## src/rtl/mmc_host_pkg.sv

```systemverilog
// Shared constants and types for the MMC host register front-end.
// Assumes a byte-addressed register bus with 32-bit aligned registers.
package mmc_host_pkg;

    localparam int ADDR_W   = 6;
    localparam int CMD_W    = 16;
    localparam int NUM_EVT  = 4;

    localparam logic [ADDR_W-1:0] OFS_ISTAT  = 6'h00;
    localparam logic [ADDR_W-1:0] OFS_IEN    = 6'h04;
    localparam logic [ADDR_W-1:0] OFS_BUF    = 6'h08;
    localparam logic [ADDR_W-1:0] OFS_CMD    = 6'h0C;
    localparam logic [ADDR_W-1:0] OFS_ARG    = 6'h10;
    localparam logic [ADDR_W-1:0] OFS_RSP0   = 6'h14;
    localparam logic [ADDR_W-1:0] OFS_BLKLEN = 6'h24;
    localparam logic [ADDR_W-1:0] OFS_BLKCNT = 6'h28;
    localparam logic [ADDR_W-1:0] OFS_CSTATE = 6'h2C;

    // Event bit positions in the interrupt status register
    localparam int EVT_CMD   = 0;
    localparam int EVT_DATA  = 1;
    localparam int EVT_CARD  = 2;
    localparam int EVT_TMO   = 3;

    // Defined bits of the command word; the rest are kept at zero
    localparam logic [CMD_W-1:0] CMD_KEEP_MASK = 16'hBB7F;

    typedef enum logic [1:0] {
        RSP_NONE  = 2'd0,
        RSP_SHORT = 2'd1,
        RSP_LONG  = 2'd2,
        RSP_OCR   = 2'd3
    } rsp_kind_e;

    typedef enum logic [1:0] {
        CLS_BCAST      = 2'd0,
        CLS_BCAST_RSP  = 2'd1,
        CLS_ADDR       = 2'd2,
        CLS_ADDR_DATA  = 2'd3
    } cmd_class_e;

    typedef struct packed {
        logic       rd_dir;
        cmd_class_e cls;
        logic       busy_wait;
        rsp_kind_e  rsp;
        logic       open_drain;
        logic [5:0] opcode;
    } cmd_fields_t;

endpackage

```

## src/rtl/mmc_cmd_decode.sv

```systemverilog
// Splits a stored command word into its fields.
// Assumes the word has already been masked to its defined bits.
module mmc_cmd_decode
    import mmc_host_pkg::*;
(
    input  logic [CMD_W-1:0] word,
    output cmd_fields_t      fields
);

    // Field extraction by fixed bit position
    always_comb begin
        fields.opcode     = word[5:0];
        fields.open_drain = word[6];
        fields.rsp        = rsp_kind_e'(word[9:8]);
        fields.busy_wait  = word[11];
        fields.cls        = cmd_class_e'(word[13:12]);
        fields.rd_dir     = word[15];
    end

endmodule

```

## src/rtl/mmc_cmd_launch.sv

```systemverilog
// Holds the command word, the busy flag and the launch strobe.
// Assumes the engine reports completion with eng_done or eng_timeout.
module mmc_cmd_launch
    import mmc_host_pkg::*;
(
    input  logic             clk,
    input  logic             rst_n,
    input  logic             wr_cmd,
    input  logic [CMD_W-1:0] wr_word,
    input  logic             eng_done,
    input  logic             eng_timeout,
    output logic [CMD_W-1:0] cmd_word,
    output logic             busy,
    output logic             go
);

    logic accept;

    // A command write is taken only when no command is in flight
    assign accept = wr_cmd && !busy;

    // Command word storage, busy tracking and strobe generation
    always_ff @(posedge clk) begin
        if (!rst_n) begin
            cmd_word <= '0;
            busy     <= 1'b0;
            go       <= 1'b0;
        end else begin
            go <= accept;
            if (accept) begin
                cmd_word <= wr_word & CMD_KEEP_MASK;
                busy     <= 1'b1;
            end else if (eng_done || eng_timeout) begin
                busy     <= 1'b0;
            end
        end
    end

endmodule

```

## src/rtl/mmc_irq_ctrl.sv

```systemverilog
// Write-one-to-clear interrupt status with per-bit enable.
// Assumes set and clear may coincide; a set always wins.
module mmc_irq_ctrl #(
    parameter int N = 4
) (
    input  logic         clk,
    input  logic         rst_n,
    input  logic [N-1:0] evt_set,
    input  logic         clr_wr,
    input  logic [N-1:0] clr_bits,
    input  logic         en_wr,
    input  logic [N-1:0] en_bits,
    output logic [N-1:0] status,
    output logic [N-1:0] enable,
    output logic         irq
);

    logic [N-1:0] clr_eff;

    // Clear vector is active only during a status write
    assign clr_eff = clr_wr ? clr_bits : '0;

    // Per-bit status update, set taking priority over clear
    always_ff @(posedge clk) begin
        if (!rst_n) begin
            status <= '0;
        end else begin
            for (int i = 0; i < N; i++) begin
                if (evt_set[i])
                    status[i] <= 1'b1;
                else if (clr_eff[i])
                    status[i] <= 1'b0;
            end
        end
    end

    // Enable register
    always_ff @(posedge clk) begin
        if (!rst_n)
            enable <= '0;
        else if (en_wr)
            enable <= en_bits;
    end

    // Masked request line
    assign irq = |(status & enable);

endmodule

```

## src/rtl/mmc_resp_store.sv

```systemverilog
// Response word bank; word 0 is always loaded, higher words only for long
// responses and zeroed otherwise.
// Assumes the response bus holds bits 31:0 in its lowest word.
module mmc_resp_store #(
    parameter int WORDS  = 4,
    parameter int DATA_W = 32
) (
    input  logic                    clk,
    input  logic                    rst_n,
    input  logic                    capture,
    input  logic                    is_long,
    input  logic [WORDS*DATA_W-1:0] rsp_in,
    output logic [WORDS*DATA_W-1:0] rsp_words
);

    for (genvar g = 0; g < WORDS; g++) begin : g_word
        if (g == 0) begin : g_low
            // Lowest word captured for every response kind
            always_ff @(posedge clk) begin
                if (!rst_n)
                    rsp_words[DATA_W-1:0] <= '0;
                else if (capture)
                    rsp_words[DATA_W-1:0] <= rsp_in[DATA_W-1:0];
            end
        end else begin : g_high
            // Upper words loaded for long responses, zeroed for short
            always_ff @(posedge clk) begin
                if (!rst_n)
                    rsp_words[g*DATA_W +: DATA_W] <= '0;
                else if (capture)
                    rsp_words[g*DATA_W +: DATA_W] <=
                        is_long ? rsp_in[g*DATA_W +: DATA_W] : '0;
            end
        end
    end

endmodule

```

## src/rtl/mmc_host_regs.sv

```systemverilog
// MMC host register file and interrupt front-end.
// Assumes card_present/card_ro are already synchronous to clk and that
// engine event inputs are single-cycle pulses.
module mmc_host_regs
    import mmc_host_pkg::*;
#(
    parameter int DATA_W    = 32,
    parameter int GEOM_W    = 11,
    parameter int RSP_WORDS = 4
) (
    input  logic                        clk,
    input  logic                        rst_n,
    input  logic                        bus_wr,
    input  logic [ADDR_W-1:0]           bus_addr,
    input  logic [DATA_W-1:0]           bus_wdata,
    output logic [DATA_W-1:0]           bus_rdata,
    output logic                        irq,
    output logic                        cmd_go,
    output logic [5:0]                  cmd_opcode,
    output logic                        cmd_open_drain,
    output logic [1:0]                  cmd_rsp_type,
    output logic                        cmd_busy_wait,
    output logic [1:0]                  cmd_class,
    output logic                        cmd_read,
    output logic [DATA_W-1:0]           cmd_arg,
    output logic [DATA_W-1:0]           buf_addr,
    output logic [GEOM_W-1:0]           blk_len,
    output logic [GEOM_W-1:0]           blk_cnt,
    input  logic                        eng_cmd_done,
    input  logic                        eng_data_done,
    input  logic                        eng_timeout,
    input  logic                        eng_rsp_valid,
    input  logic [RSP_WORDS*DATA_W-1:0] eng_rsp,
    input  logic                        card_present,
    input  logic                        card_ro
);

    localparam int STEP = DATA_W / 8;

    logic                        cmd_wr_hit;
    logic [CMD_W-1:0]            cmd_word;
    logic                        cmd_busy;
    cmd_fields_t                 cmd_f;
    logic [NUM_EVT-1:0]          evt_set;
    logic [NUM_EVT-1:0]          irq_status;
    logic [NUM_EVT-1:0]          irq_enable;
    logic [1:0]                  card_prev;
    logic                        card_changed;
    logic [RSP_WORDS*DATA_W-1:0] rsp_words;
    logic [DATA_W-1:0]           rd_mux;

    // Command write decode
    assign cmd_wr_hit = bus_wr && (bus_addr == OFS_CMD);

    mmc_cmd_launch u_launch (
        .clk         (clk),
        .rst_n       (rst_n),
        .wr_cmd      (cmd_wr_hit),
        .wr_word     (bus_wdata[CMD_W-1:0]),
        .eng_done    (eng_cmd_done),
        .eng_timeout (eng_timeout),
        .cmd_word    (cmd_word),
        .busy        (cmd_busy),
        .go          (cmd_go)
    );

    mmc_cmd_decode u_decode (
        .word   (cmd_word),
        .fields (cmd_f)
    );

    // Decoded fields toward the engine
    assign cmd_opcode     = cmd_f.opcode;
    assign cmd_open_drain = cmd_f.open_drain;
    assign cmd_rsp_type   = cmd_f.rsp;
    assign cmd_busy_wait  = cmd_f.busy_wait;
    assign cmd_class      = cmd_f.cls;
    assign cmd_read       = cmd_f.rd_dir;

    // Plain data registers: argument, buffer address, block geometry
    always_ff @(posedge clk) begin
        if (!rst_n) begin
            cmd_arg  <= '0;
            buf_addr <= '0;
            blk_len  <= '0;
            blk_cnt  <= '0;
        end else if (bus_wr) begin
            case (bus_addr)
                OFS_ARG:    cmd_arg  <= bus_wdata;
                OFS_BUF:    buf_addr <= bus_wdata;
                OFS_BLKLEN: blk_len  <= bus_wdata[GEOM_W-1:0];
                OFS_BLKCNT: blk_cnt  <= bus_wdata[GEOM_W-1:0];
                default:    ;
            endcase
        end
    end

    // Card state history; tracks inputs during reset so no event follows it
    always_ff @(posedge clk) begin
        card_prev <= {card_ro, card_present};
    end

    assign card_changed = (card_prev != {card_ro, card_present});

    // Event vector; timeout displaces end of command in the same cycle
    always_comb begin
        evt_set           = '0;
        evt_set[EVT_CMD]  = eng_cmd_done && !eng_timeout;
        evt_set[EVT_DATA] = eng_data_done;
        evt_set[EVT_CARD] = card_changed;
        evt_set[EVT_TMO]  = eng_timeout;
    end

    mmc_irq_ctrl #(.N(NUM_EVT)) u_irq (
        .clk      (clk),
        .rst_n    (rst_n),
        .evt_set  (evt_set),
        .clr_wr   (bus_wr && (bus_addr == OFS_ISTAT)),
        .clr_bits (bus_wdata[NUM_EVT-1:0]),
        .en_wr    (bus_wr && (bus_addr == OFS_IEN)),
        .en_bits  (bus_wdata[NUM_EVT-1:0]),
        .status   (irq_status),
        .enable   (irq_enable),
        .irq      (irq)
    );

    mmc_resp_store #(.WORDS(RSP_WORDS), .DATA_W(DATA_W)) u_rsp (
        .clk       (clk),
        .rst_n     (rst_n),
        .capture   (eng_rsp_valid),
        .is_long   (cmd_f.rsp == RSP_LONG),
        .rsp_in    (eng_rsp),
        .rsp_words (rsp_words)
    );

    // Read multiplexer over all registers
    always_comb begin
        rd_mux = '0;
        case (bus_addr)
            OFS_ISTAT:  rd_mux = DATA_W'(irq_status);
            OFS_IEN:    rd_mux = DATA_W'(irq_enable);
            OFS_BUF:    rd_mux = buf_addr;
            OFS_CMD:    rd_mux = DATA_W'(cmd_word);
            OFS_ARG:    rd_mux = cmd_arg;
            OFS_BLKLEN: rd_mux = DATA_W'(blk_len);
            OFS_BLKCNT: rd_mux = DATA_W'(blk_cnt);
            OFS_CSTATE: rd_mux = DATA_W'({cmd_busy, card_ro, card_present});
            default:    ;
        endcase
        for (int i = 0; i < RSP_WORDS; i++) begin
            if (bus_addr == OFS_RSP0 + ADDR_W'(STEP * i))
                rd_mux = rsp_words[i*DATA_W +: DATA_W];
        end
    end

    assign bus_rdata = rd_mux;

endmodule

```

## config.mk

```make
export PLATFORM = sky130hd
export DESIGN_NAME = mmc_host_regs
export DESIGN_NICKNAME = d
export VERILOG_FILES = /design/src/rtl/mmc_host_pkg.sv /design/src/rtl/mmc_cmd_decode.sv /design/src/rtl/mmc_cmd_launch.sv /design/src/rtl/mmc_irq_ctrl.sv /design/src/rtl/mmc_resp_store.sv /design/src/rtl/mmc_host_regs.sv
export SDC_FILE = /design/constraint.sdc
export NUM_CORES = 1
export LEC_CHECK = 0
export BUFFER_PORTS_ARGS = -buffer_cell sky130_fd_sc_hd__buf_4
export CAP_MARGIN = 10
export CELL_PAD_IN_SITES_DETAIL_PLACEMENT = 1
export CELL_PAD_IN_SITES_GLOBAL_PLACEMENT = 2
export CORE_ASPECT_RATIO = 0.5
export CORE_MARGIN = 2
export CORE_UTILIZATION = 28
export CTS_BUF_LIST = sky130_fd_sc_hd__clkbuf_16
export DETAILED_ROUTE_END_ITERATION = 10
export PLACE_DENSITY_LB_ADDON = 0.15
export SETUP_SLACK_MARGIN = 0.4
export SYNTH_ARGS = -nofsm -noshare
export SYNTH_HDL_FRONTEND = slang
export SYNTH_SLANG_ARGS = --single-unit
```

## constraint.sdc

```tcl
create_clock -name clk -period 1.53 [get_ports clk]
set_clock_uncertainty 0.2 [all_clocks]
set_input_delay 0.0765 -clock clk [delete_from_list [all_inputs] [get_ports clk]]
set_output_delay 0.0765 -clock clk [all_outputs]
set_load 0.01 [all_outputs]
```

==> flow_summary.ini, run 1 <==
[route]
drt_wl_total_mm = 52.53
routed_via_density = 4.913
vias = 12020
ant_nets = 0
dr.pass1.iters = 4
routedWlPerCell_um = 21.47
drt-initial-drc-count = 459
drcViolationCount = 0

[hold_path]
whs_path_depth = 2
worstHoldEndpoint = u_rsp.rsp_words[81]
hp-class = in2reg
hp-start = rst_n

[timing]
period_share = 1.481
max_clock_freq_ghz = 0.4412
drv_slew = 0
hold_viol_final = 224
final.min_clock_period_ns = 2.266
relSlewSlack = 0.7211
worst-slew-pin-transition_ns = 0.4183
setup_violations = 141
setup_ws_ns = -0.7364
holdWs_ns = -0.2678
rsz0062_at_grt = yes

[clock_tree]
holdBufCountCts = 169
cts_tree = done
clk_latency_ns = 0.56
cts_buffer_depth = 3
cts_made_buffers = 25
clk_pin_slew_ns = 0.07
htreeDepth = 1
cts_root_buffer = clkbuf_16
cts_sinks = 239

[die]
io_pins = 308
die_x_um = 286.8
core_area_mm2 = 0.03918
rows = 51
start_util = 0.2858
die_h_um = 145.4
dieArea_mm2 = 0.04171

[logic_synthesis]
ys_types = 49
synthTopCellsByCount = nor2b_1, dfxtp_1, nand2_1
synth_ff_type = dfxtp_1
yosysMostFrequentCell = nor2b_1
synthTopCellsByArea = dfxtp_1, nor2b_1, nand2_1
synth.avg_cell_area_um2 = 8.562
synthCells = 1308
yosysSeqAreaShare = 0.4272
yosys.area_share.simple = 0.2665
netlist_area_mm2 = 0.01120
synth_edf_count = 0
synth-compound-area-share = 0.1972
synth_top_area_cell = dfxtp_1
async_reset_ff_frac = 0
ys_ff_latch = 239
muxShareOfSynthArea = 0.06379
synth_xor_area_frac = 0.001564
yosys_warnings = 0
yosys.area.top_type_share = 0.4272
syn-num-nets = 1483
synth_top_family_by_area = simple AND/OR/NAND/NOR gates
yosys.area_share.adder = 0

[power]
p_per_area_mw_per_mm2 = 693.7
p_leak_uw = 0.008137
peakVddDrop_mv = 0.7599
seq_power_share = 0.442
clockPowerShare = 0.423
p_comb_frac = 0.135
switching_power_uw = 3645
p_sw_frac = 0.2560
p_int_uw = 10600

[final_layout]
finalInstanceArea_mm2 = 0.02053
drive_above_1_share = 0.4789
diodes = 0
final_nets = 2077
syn2layout_area_growth_pct = 83.31
fin_cells = 2447

[global_routing]
grt_max_degree = 60
grt_overflow_total = 0
grt_pass1_vias = 13060
antenna_found_initial = 0
grt_first_pass_wirelength_mm = 78.12
grt_usage = 0.2425

[critical_path]
cp.required_ns = 1.25
ff2ff_path_depth = 7
crit_path_max_fanout = 2
reg2reg_slack_ns = -0.21
crit_arrival_ns = 1.99
timing.rr.end = u_rsp.rsp_words[54]
crit_type = reg2out
cp-end-kind = primary output
start_kind = flip-flop
critPathLaunch = buf_addr[1]
reg2reg_from = u_launch.cmd_word[8]

[run]
maxCapViolCount = 0

[outcome]
status = complete, but fails checks
violations = hold timing, setup timing

[place]
gp_congestion = 0.7987
dpl.cell_count = 2186
placed_area_mm2 = 0.01561
io_buffers = 307
hpwl_mm = 35.22
-- kinds of logic (layout without fill, tap and decap cells) --
family | count (synthesis) | count (layout)
AND/OR/NAND/NOR | 551 | 551
flip-flops | 239 | 239
AO/OA/AOI/OAI | 333 | 333
XOR/XNOR | 2 | 2
multiplexers | 67 | 67
buffers and inverters | 116 | 725
-- repair_timing --
item	4_1_cts	5_1_grt
cloned	11	2
hold endpoints to repair	239	216
endpoints found under the setup margin	334	338
setup buffers	18	19
resized for setup	361	144
pin swaps	56	24
-- worst max path at each step --
stage / end / slack (ns)
after floorplan: bus_rdata[4] / -0.09
after global placement: bus_rdata[7] / -0.67
after detailed placement: bus_rdata[7] / -0.67
after CTS: bus_rdata[1] / -0.79
after global routing: bus_rdata[1] / -0.79
final: bus_rdata[1] / -0.74
-- power groups by stage --
stage	clock network (uW)	registers (uW)	logic, uW
after floorplan	0	6470	566
after global placement	0	6480	1370
after detailed placement	0	6490	1390
after CTS	6210	6310	1840
after global routing	6440	6290	2040
final	6030	6290	1920
-- cells in the final DEF, fill, tap and decap left out, types with 6 or more instances in the layout --
master	Yosys	final
a211oi_2	1	16
a211oi_4	0	6
a21boi_0	12	7
a21boi_1	78	76
a21boi_2	0	7
a21oi_1	120	12
a21oi_2	0	98
a21oi_4	0	10
a221oi_2	5	7
a221oi_4	0	6
a22oi_1	17	10
a22oi_2	0	7
and3_1	23	19
buf_12	0	37
buf_16	0	10
buf_4	3	340
buf_6	2	118
buf_8	0	7
clkbuf_16	0	27
dfxtp_1	239	136
dfxtp_2	0	64
dfxtp_4	0	39
dlygate4sd3_1	0	168
mux2_4	0	12
mux2i_1	50	48
nand2_1	165	158
nand2b_1	20	20
nand3_1	35	30
nor2_1	17	16
nor2b_1	244	243
nor3_2	0	8
nor3_4	0	7
o21ai_0	14	10
o21ai_1	25	6
o21ai_2	0	22
o221a_4	0	10
-- state kept, by name, summed over array words and instances (netlist names) --
register           cells
u_launch.go            1
cmd_arg               32
buf_addr              32
u_irq.enable           4
blk_cnt               11
blk_len               11
card_prev              2
u_launch.cmd_word     13
u_launch.busy          1
u_irq.status           4
u_rsp.rsp_words      128
-- through the flow --
step / TNS [ns] / hold slack [ns] / util / setup WS (ns) / total power, uW
after CTS: -25.47 / -0.2947 / 0.5047 / -0.7863 / 14360
final: -26.53 / -0.2678 / 0.5240 / -0.7364 / 14240
after detailed placement: -54.07 / 0.01073 / 0.3984 / -0.6726 / 7876
after global placement: -49.37 / 0.01418 / 0.3984 / -0.6694 / 7853
after global routing: -32.77 / -0.2817 / 0.5240 / -0.7898 / 14770
after floorplan: -1.499 / -0.09578 / - / -0.09372 / 7036
-- routing by layer --
| layer | vias to the layer above | global-route usage | routed length, um |
|---|---|---|---|
| met1 | 6031 | 0.2880 | 21930 |
| met5 | - | 0 | 0 |
| met2 | 215 | 0.4533 | 27370 |
| met3 | 86 | 0.02821 | 1515 |
| li1 | 5689 | - | - |
| met4 | 0 | 0.07682 | 1714 |
-- worst max-delay path: stages, from the launching register on --
cell and delay, ns:
dfxtp_2 0.32, mux4_2 0.47, and2_4 0.16, a211oi_2 0.14, buf_4 0.15, o21ai_2 0.05, buf_4 0.15
-- final cells by class --
type | instances | area, um^2
timing repair buffer | 683 | 6746
clock inverter | 17 | 126.4
tap | 530 | 663.1
fill | 4256 | 18650
clock buffer | 25 | 625.6
sequential | 239 | 5011
multi-input combinational | 953 | 7357
Power figures use the tool's default switching activity.
==> run 2: changes to the inputs <==
--- a/config.mk
+++ b/config.mk
@@ -14,7 +14,7 @@
 export CORE_UTILIZATION = 28
 export CTS_BUF_LIST = sky130_fd_sc_hd__clkbuf_16
 export DETAILED_ROUTE_END_ITERATION = 10
-export PLACE_DENSITY_LB_ADDON = 0.15
+export PLACE_DENSITY_LB_ADDON = 0.1
 export SETUP_SLACK_MARGIN = 0.4
 export SYNTH_ARGS = -nofsm -noshare
 export SYNTH_HDL_FRONTEND = slang
==> run 2 against run 1 <==
  * The run ends with setup timing left
  * Maximum frequency fell by 0.34%
  * Total power rose by 3.5%
  * Count of clock-buffer cells in the layout rose by 2
  * Critical endpoint unchanged
  * Largest power group is now clock
  * Highest routed layer unchanged
==> flow_summary.ini, run 2 (same netlist as run 1, synthesis figures left out) <==
[critical_path]
slowest_stage = mux4_2
crit_chain = mux4_2, and2_4, a211oi_2, buf_4, o21ai_2, buf_4
cp-end-kind = primary output
crit_path_max_fanout = 2
crit_top_cell = buf_4
crit_type = reg2out
max_stage_delay_ns = 0.47
start_kind = flip-flop
crit_arrival_ns = 2.00
cp.required_ns = 1.25

[power]
seq_power_share = 0.426
p_leak_uw = 0.008343
peakVddDrop_mv = 0.7328
p_per_area_mw_per_mm2 = 700.2
p_comb_frac = 0.134
power.total_uw = 14750
clockPowerShare = 0.440
p_int_uw = 11020
p_sw_frac = 0.2526
switching_power_uw = 3725

[global_routing]
grt_overflow_total = 0
grt_first_pass_wirelength_mm = 80.21
grt_max_degree = 91
grt_pass1_vias = 13370
antenna_found_initial = 0
grt_usage = 0.2486

[outcome]
status = complete, but fails checks
violations = setup timing

[clock_tree]
clk_latency_ns = 0.55
cts_root_buffer = clkbuf_16
htreeDepth = 1
cts_sinks = 239
holdBufCountCts = 169
clk_pin_slew_ns = 0.06
cts_tree = done
cts_made_buffers = 26
cts_buffer_depth = 3

[die]
rows = 51
io_pins = 308
die_h_um = 145.4
die_x_um = 286.8
dieArea_mm2 = 0.04171
core_area_mm2 = 0.03918
start_util = 0.2858

[final_layout]
drive_above_1_share = 0.4923
final_nets = 2099
syn2layout_area_growth_pct = 88.05
largest_reg_flops = 128
layout_common_cells = buf_4, nor2b_1, dlygate4sd3_1, dfxtp_1, nand2_1
largest_registers = u_rsp.rsp_words (128), buf_addr (32), cmd_arg (32)
diodes = 0
top_register = u_rsp.rsp_words
mostFrequentLayoutCell = buf_4

[place]
io_buffers = 307
gp_congestion = 0.8169
hpwl_mm = 35.10

[timing]
worst-slew-pin-transition_ns = 0.5733
relSlewSlack = 0.6178
hold_viol_final = 0
setup_ws_ns = -0.7442
tns_ns = -32.91
final.min_clock_period_ns = 2.274
period_share = 1.486
rsz0062_at_grt = yes
setup_violations = 175
max_clock_freq_ghz = 0.4397
drv_slew = 0
holdWs_ns = 0.001990

[route]
routedWlPerCell_um = 21.91
drcViolationCount = 0
routed_via_density = 4.906
vias = 12130
dr.pass1.iters = 5
drt-initial-drc-count = 405
ant_nets = 0
drt_wl_total_mm = 54.16

[hold_path]
hp-class = in2reg

[run]
maxCapViolCount = 0
run 2: changes by cell type in the layout (fill, tap and decap cells not counted), moves of 6 or more:
cell,previous run,this run
dfxtp_2,64,50
dfxtp_1,136,153
buf_6,118,129
a21oi_4,10,16
nand2_1,158,141
nand2_2,2,24
buf_16,10,16
a21oi_1,12,6
run 2: per-stage QoR:
stage / cells / instance area (um^2) / setup slack, ns / util
2_1_floorplan: 1308 / 11860 / -0.09372 / -
3_3_place_gp: 2174 / 15480 / -0.5957 / 0.3952
3_5_place_dp: 2174 / 15480 / -0.5855 / 0.3952
4_1_cts: 2431 / 19840 / -0.7663 / 0.5063
5_1_grt: 2472 / 21060 / -0.8106 / 0.5375
6_report: 2472 / 21060 / -0.7442 / 0.5375
run 2: worst paths after layout:
path | startpoint | end | slack [ns] | cells past startpoint
setup reg to reg | u_launch.cmd_word[8] | u_rsp.rsp_words[93] | -0.22 | 8
hold / removal | eng_rsp_valid | u_rsp.rsp_words[2] | 0.002 | 4
hold reg to reg | buf_addr[9] | buf_addr[9] | 0.28 | 2
setup / recovery | u_launch.cmd_word[1] | bus_rdata[1] | -0.74 | 6
run 2: power by group through the flow:
stage | Combinational (uW) | Sequential, uW | Clock, uW
floorplan | 566 | 6470 | 0
global placement | 1360 | 6480 | 0
detailed placement | 1370 | 6480 | 0
CTS | 1880 | 6320 | 6600
global route | 2100 | 6290 | 6930
finish | 1980 | 6290 | 6480
run 2: repair_timing:
item / in CTS / in global routing
resized for setup: 332 / 225
cloned: 14 / 4
setup buffers: 28 / 37
hold endpoints to repair: 239 / 3
setup endpoints to repair: 331 / 340
pin swaps: 68 / 77
run 2: final cells by class:
type / instances / area [um^2]
Clock buffer: 27 / 675.6
Multi-Input combinational cell: 953 / 7451
Sequential cell: 239 / 4982
Clock inverter: 19 / 162.7
Fill cell: 4282 / 18120
Tap cell: 530 / 663.1
Timing Repair Buffer: 704 / 7126
run 2: worst max-delay path: cells and delay by family, from the launching register on:
| kind | cells | cell delay [ns] |
|---|---|---|
| AO/OA/AOI/OAI | 2 | 0.20 |
| buffers and inverters | 2 | 0.29 |
| flip-flops | 1 | 0.33 |
| multiplexers | 1 | 0.47 |
| AND/OR/NAND/NOR | 1 | 0.16 |
run 2: routing by layer:
metal,wire [um],vias up,track usage,part of all wire
li1,-,5730,-,-
met1,22590,6122,0.3033,0.42
met2,28450,204,0.4614,0.53
met3,1697,72,0.02868,0.031
met4,1425,0,0.06484,0.026
met5,0,-,0,0
==> run 3: changes to the inputs <==
==> constraint.sdc (replaced) <==
create_clock -name clk -period 1.53 [get_ports clk]
set_clock_uncertainty 0.2 [all_clocks]
set_input_delay 0.2295 -clock clk [delete_from_list [all_inputs] [get_ports clk]]
set_output_delay 0.2295 -clock clk [all_outputs]
set_load 0.01 [all_outputs]
==> run 3 against run 2 <==
  * Sequential cell count unchanged
  * The run ends with hold timing, setup timing left
  * Total power up 1.6%
  * Worst hold slack worse by 0.0033 ns
  * Die area unchanged
  * Critical path type unchanged
  * Global-route usage up 0.50 points
  * Register-to-register slack better by 0.05 ns
  * Setup slack worse by 0.16 ns
==> flow_summary.ini, run 3 (same netlist as run 1, synthesis figures left out) <==
[critical_path]
crit_type = reg2out
cp.required_ns = 1.10
reg2reg_from = u_launch.cmd_word[8]
reg2reg_slack_ns = -0.17
ff2ff_path_depth = 7
cp-end-kind = primary output
crit_arrival_ns = 2.00
start_kind = flip-flop
timing.rr.end = u_rsp.rsp_words[58]
crit_path_max_fanout = 2

[final_layout]
top_register = u_rsp.rsp_words
fillCellCount = 4258
drive_above_1_share = 0.4879
final_nets = 2105
syn2layout_area_growth_pct = 86.98
fin_cells = 2480
largest_reg_flops = 128
layout_common_cells = buf_4, nor2b_1, dlygate4sd3_1, buf_6, dfxtp_1
largest_registers = u_rsp.rsp_words (128), buf_addr (32), cmd_arg (32)
mostFrequentLayoutCell = buf_4

[die]
core_area_mm2 = 0.03918
dieArea_mm2 = 0.04171
die_x_um = 286.8
io_pins = 308
die_h_um = 145.4
start_util = 0.2858
rows = 51

[global_routing]
grt_usage = 0.2536
grt_max_degree = 100
antenna_found_initial = 0
grt_overflow_total = 0
grt_first_pass_wirelength_mm = 81.19
grt_pass1_vias = 13680

[clock_tree]
cts_tree = done
htreeDepth = 1
cts_root_buffer = clkbuf_16
cts_sinks = 239
clk_pin_slew_ns = 0.07
cts_made_buffers = 26
clk_latency_ns = 0.55
cts_buffer_depth = 3

[power]
power.total_uw = 14980
peakVddDrop_mv = 0.6205
p_per_area_mw_per_mm2 = 715.2
p_leak_uw = 0.008390

[place]
hpwl_mm = 35.64
dp_slack_ns = -0.9081
io_buffers = 307
gp_congestion = 0.8403
dpl.cell_count = 2213

[timing]
period_share = 1.591
tns_ns = -49.96
relSlewSlack = 0.6971
setup_ws_ns = -0.9040
setup_violations = 244
drv_slew = 0
final.min_clock_period_ns = 2.434
rsz0062_at_grt = yes
worst-slew-pin-transition_ns = 0.4502
hold_viol_final = 1
max_clock_freq_ghz = 0.4109
holdWs_ns = -0.001316

[run]
maxCapViolCount = 0

[hold_path]
hp-start = rst_n
whs_path_depth = 3
worstHoldEndpoint = u_rsp.rsp_words[52]
hp-class = in2reg

[route]
routedWlPerCell_um = 22.31
drt-initial-drc-count = 516
ant_nets = 0
drcViolationCount = 0
drt_wl_total_mm = 55.34
routed_via_density = 4.958
dr.pass1.iters = 5
vias = 12300

[outcome]
status = complete, but fails checks
violations = hold timing, setup timing
==> run 3: changes by cell type in the layout (fill, tap and decap cells not counted), moves of 8 or more <==
cell | before | now
buf_6 | 129 | 163
dfxtp_2 | 50 | 71
dfxtp_4 | 36 | 15
buf_4 | 338 | 319
nand2_2 | 24 | 10
a211oi_2 | 12 | 20
nand2_1 | 141 | 149
nor3_1 | 4 | 12
nor3_4 | 9 | 1
==> run 3: how the worst max path moves through the flow <==
| stage | startpoint | endpoint | slack (ns) | cells after the start |
|---|---|---|---|---|
| 4_1_cts | u_launch.cmd_word[1] | bus_rdata[1] | -0.93 | 6 |
| 6_report | buf_addr[1] | bus_rdata[1] | -0.90 | 6 |
| 3_5_place_dp | bus_addr[1] | bus_rdata[5] | -0.91 | 7 |
| 2_1_floorplan | bus_addr[4] | bus_rdata[4] | -0.40 | 6 |
| 3_3_place_gp | bus_addr[3] | bus_rdata[7] | -0.92 | 9 |
| 5_1_grt | buf_addr[1] | bus_rdata[1] | -0.98 | 6 |
==> run 3: area by class of cell <==
type                    count  area (um^2)  share of cell area
flip-flops and latches    239         4930              0.2354
multi-input cells         953         7263              0.3468
clock inverters            20        198.9            0.009500
diodes                      1        2.502           0.0001195
clock buffers              27        675.6             0.03226
well taps                 530        663.1             0.03167
repair buffers            710         7208              0.3442
==> run 3: worst max-delay path, stage by stage, from the launching register on <==
cell,delay (ns)
dfxtp_2,0.33
mux4_2,0.48
and2_4,0.16
a211oi_2,0.14
buf_4,0.14
o21ai_2,0.05
buf_4,0.15
==> run 3: power breakdown <==
group	switching [uW]	internal (uW)	total, uW
sequential	53.1	6270	6320
clock	2830	3870	6700
combinational	861	1100	1960
total	3740	11200	15000
==> run 3: metal layers <==
metal,track usage,share of wire
met1,0.2941,0.41
met2,0.4833,0.54
met3,0.03260,0.029
met4,0.07474,0.025
met5,0,0
==> run 3: what timing repair did <==
| item | CTS | global route |
|---|---|---|
| hold endpoints to repair | 239 | 0 |
| cloned | 11 | 4 |
| buffers inserted | 23 | 14 |
| pin swaps | 52 | 36 |
| resized for setup | 372 | 103 |
| hold buffers | 167 | 0 |
| endpoints found under the setup margin | 338 | 338 |
==> run 3: stage by stage <==
step                  util  instance area [um^2]  hold slack [ns]
floorplan                -                 12110          0.05722
global placement    0.4068                 15940           0.1705
detailed placement  0.4068                 15940           0.1742
CTS                 0.5188                 20330         0.007151
global route        0.5344                 20940          0.03469
finish              0.5345                 20940        -0.001316
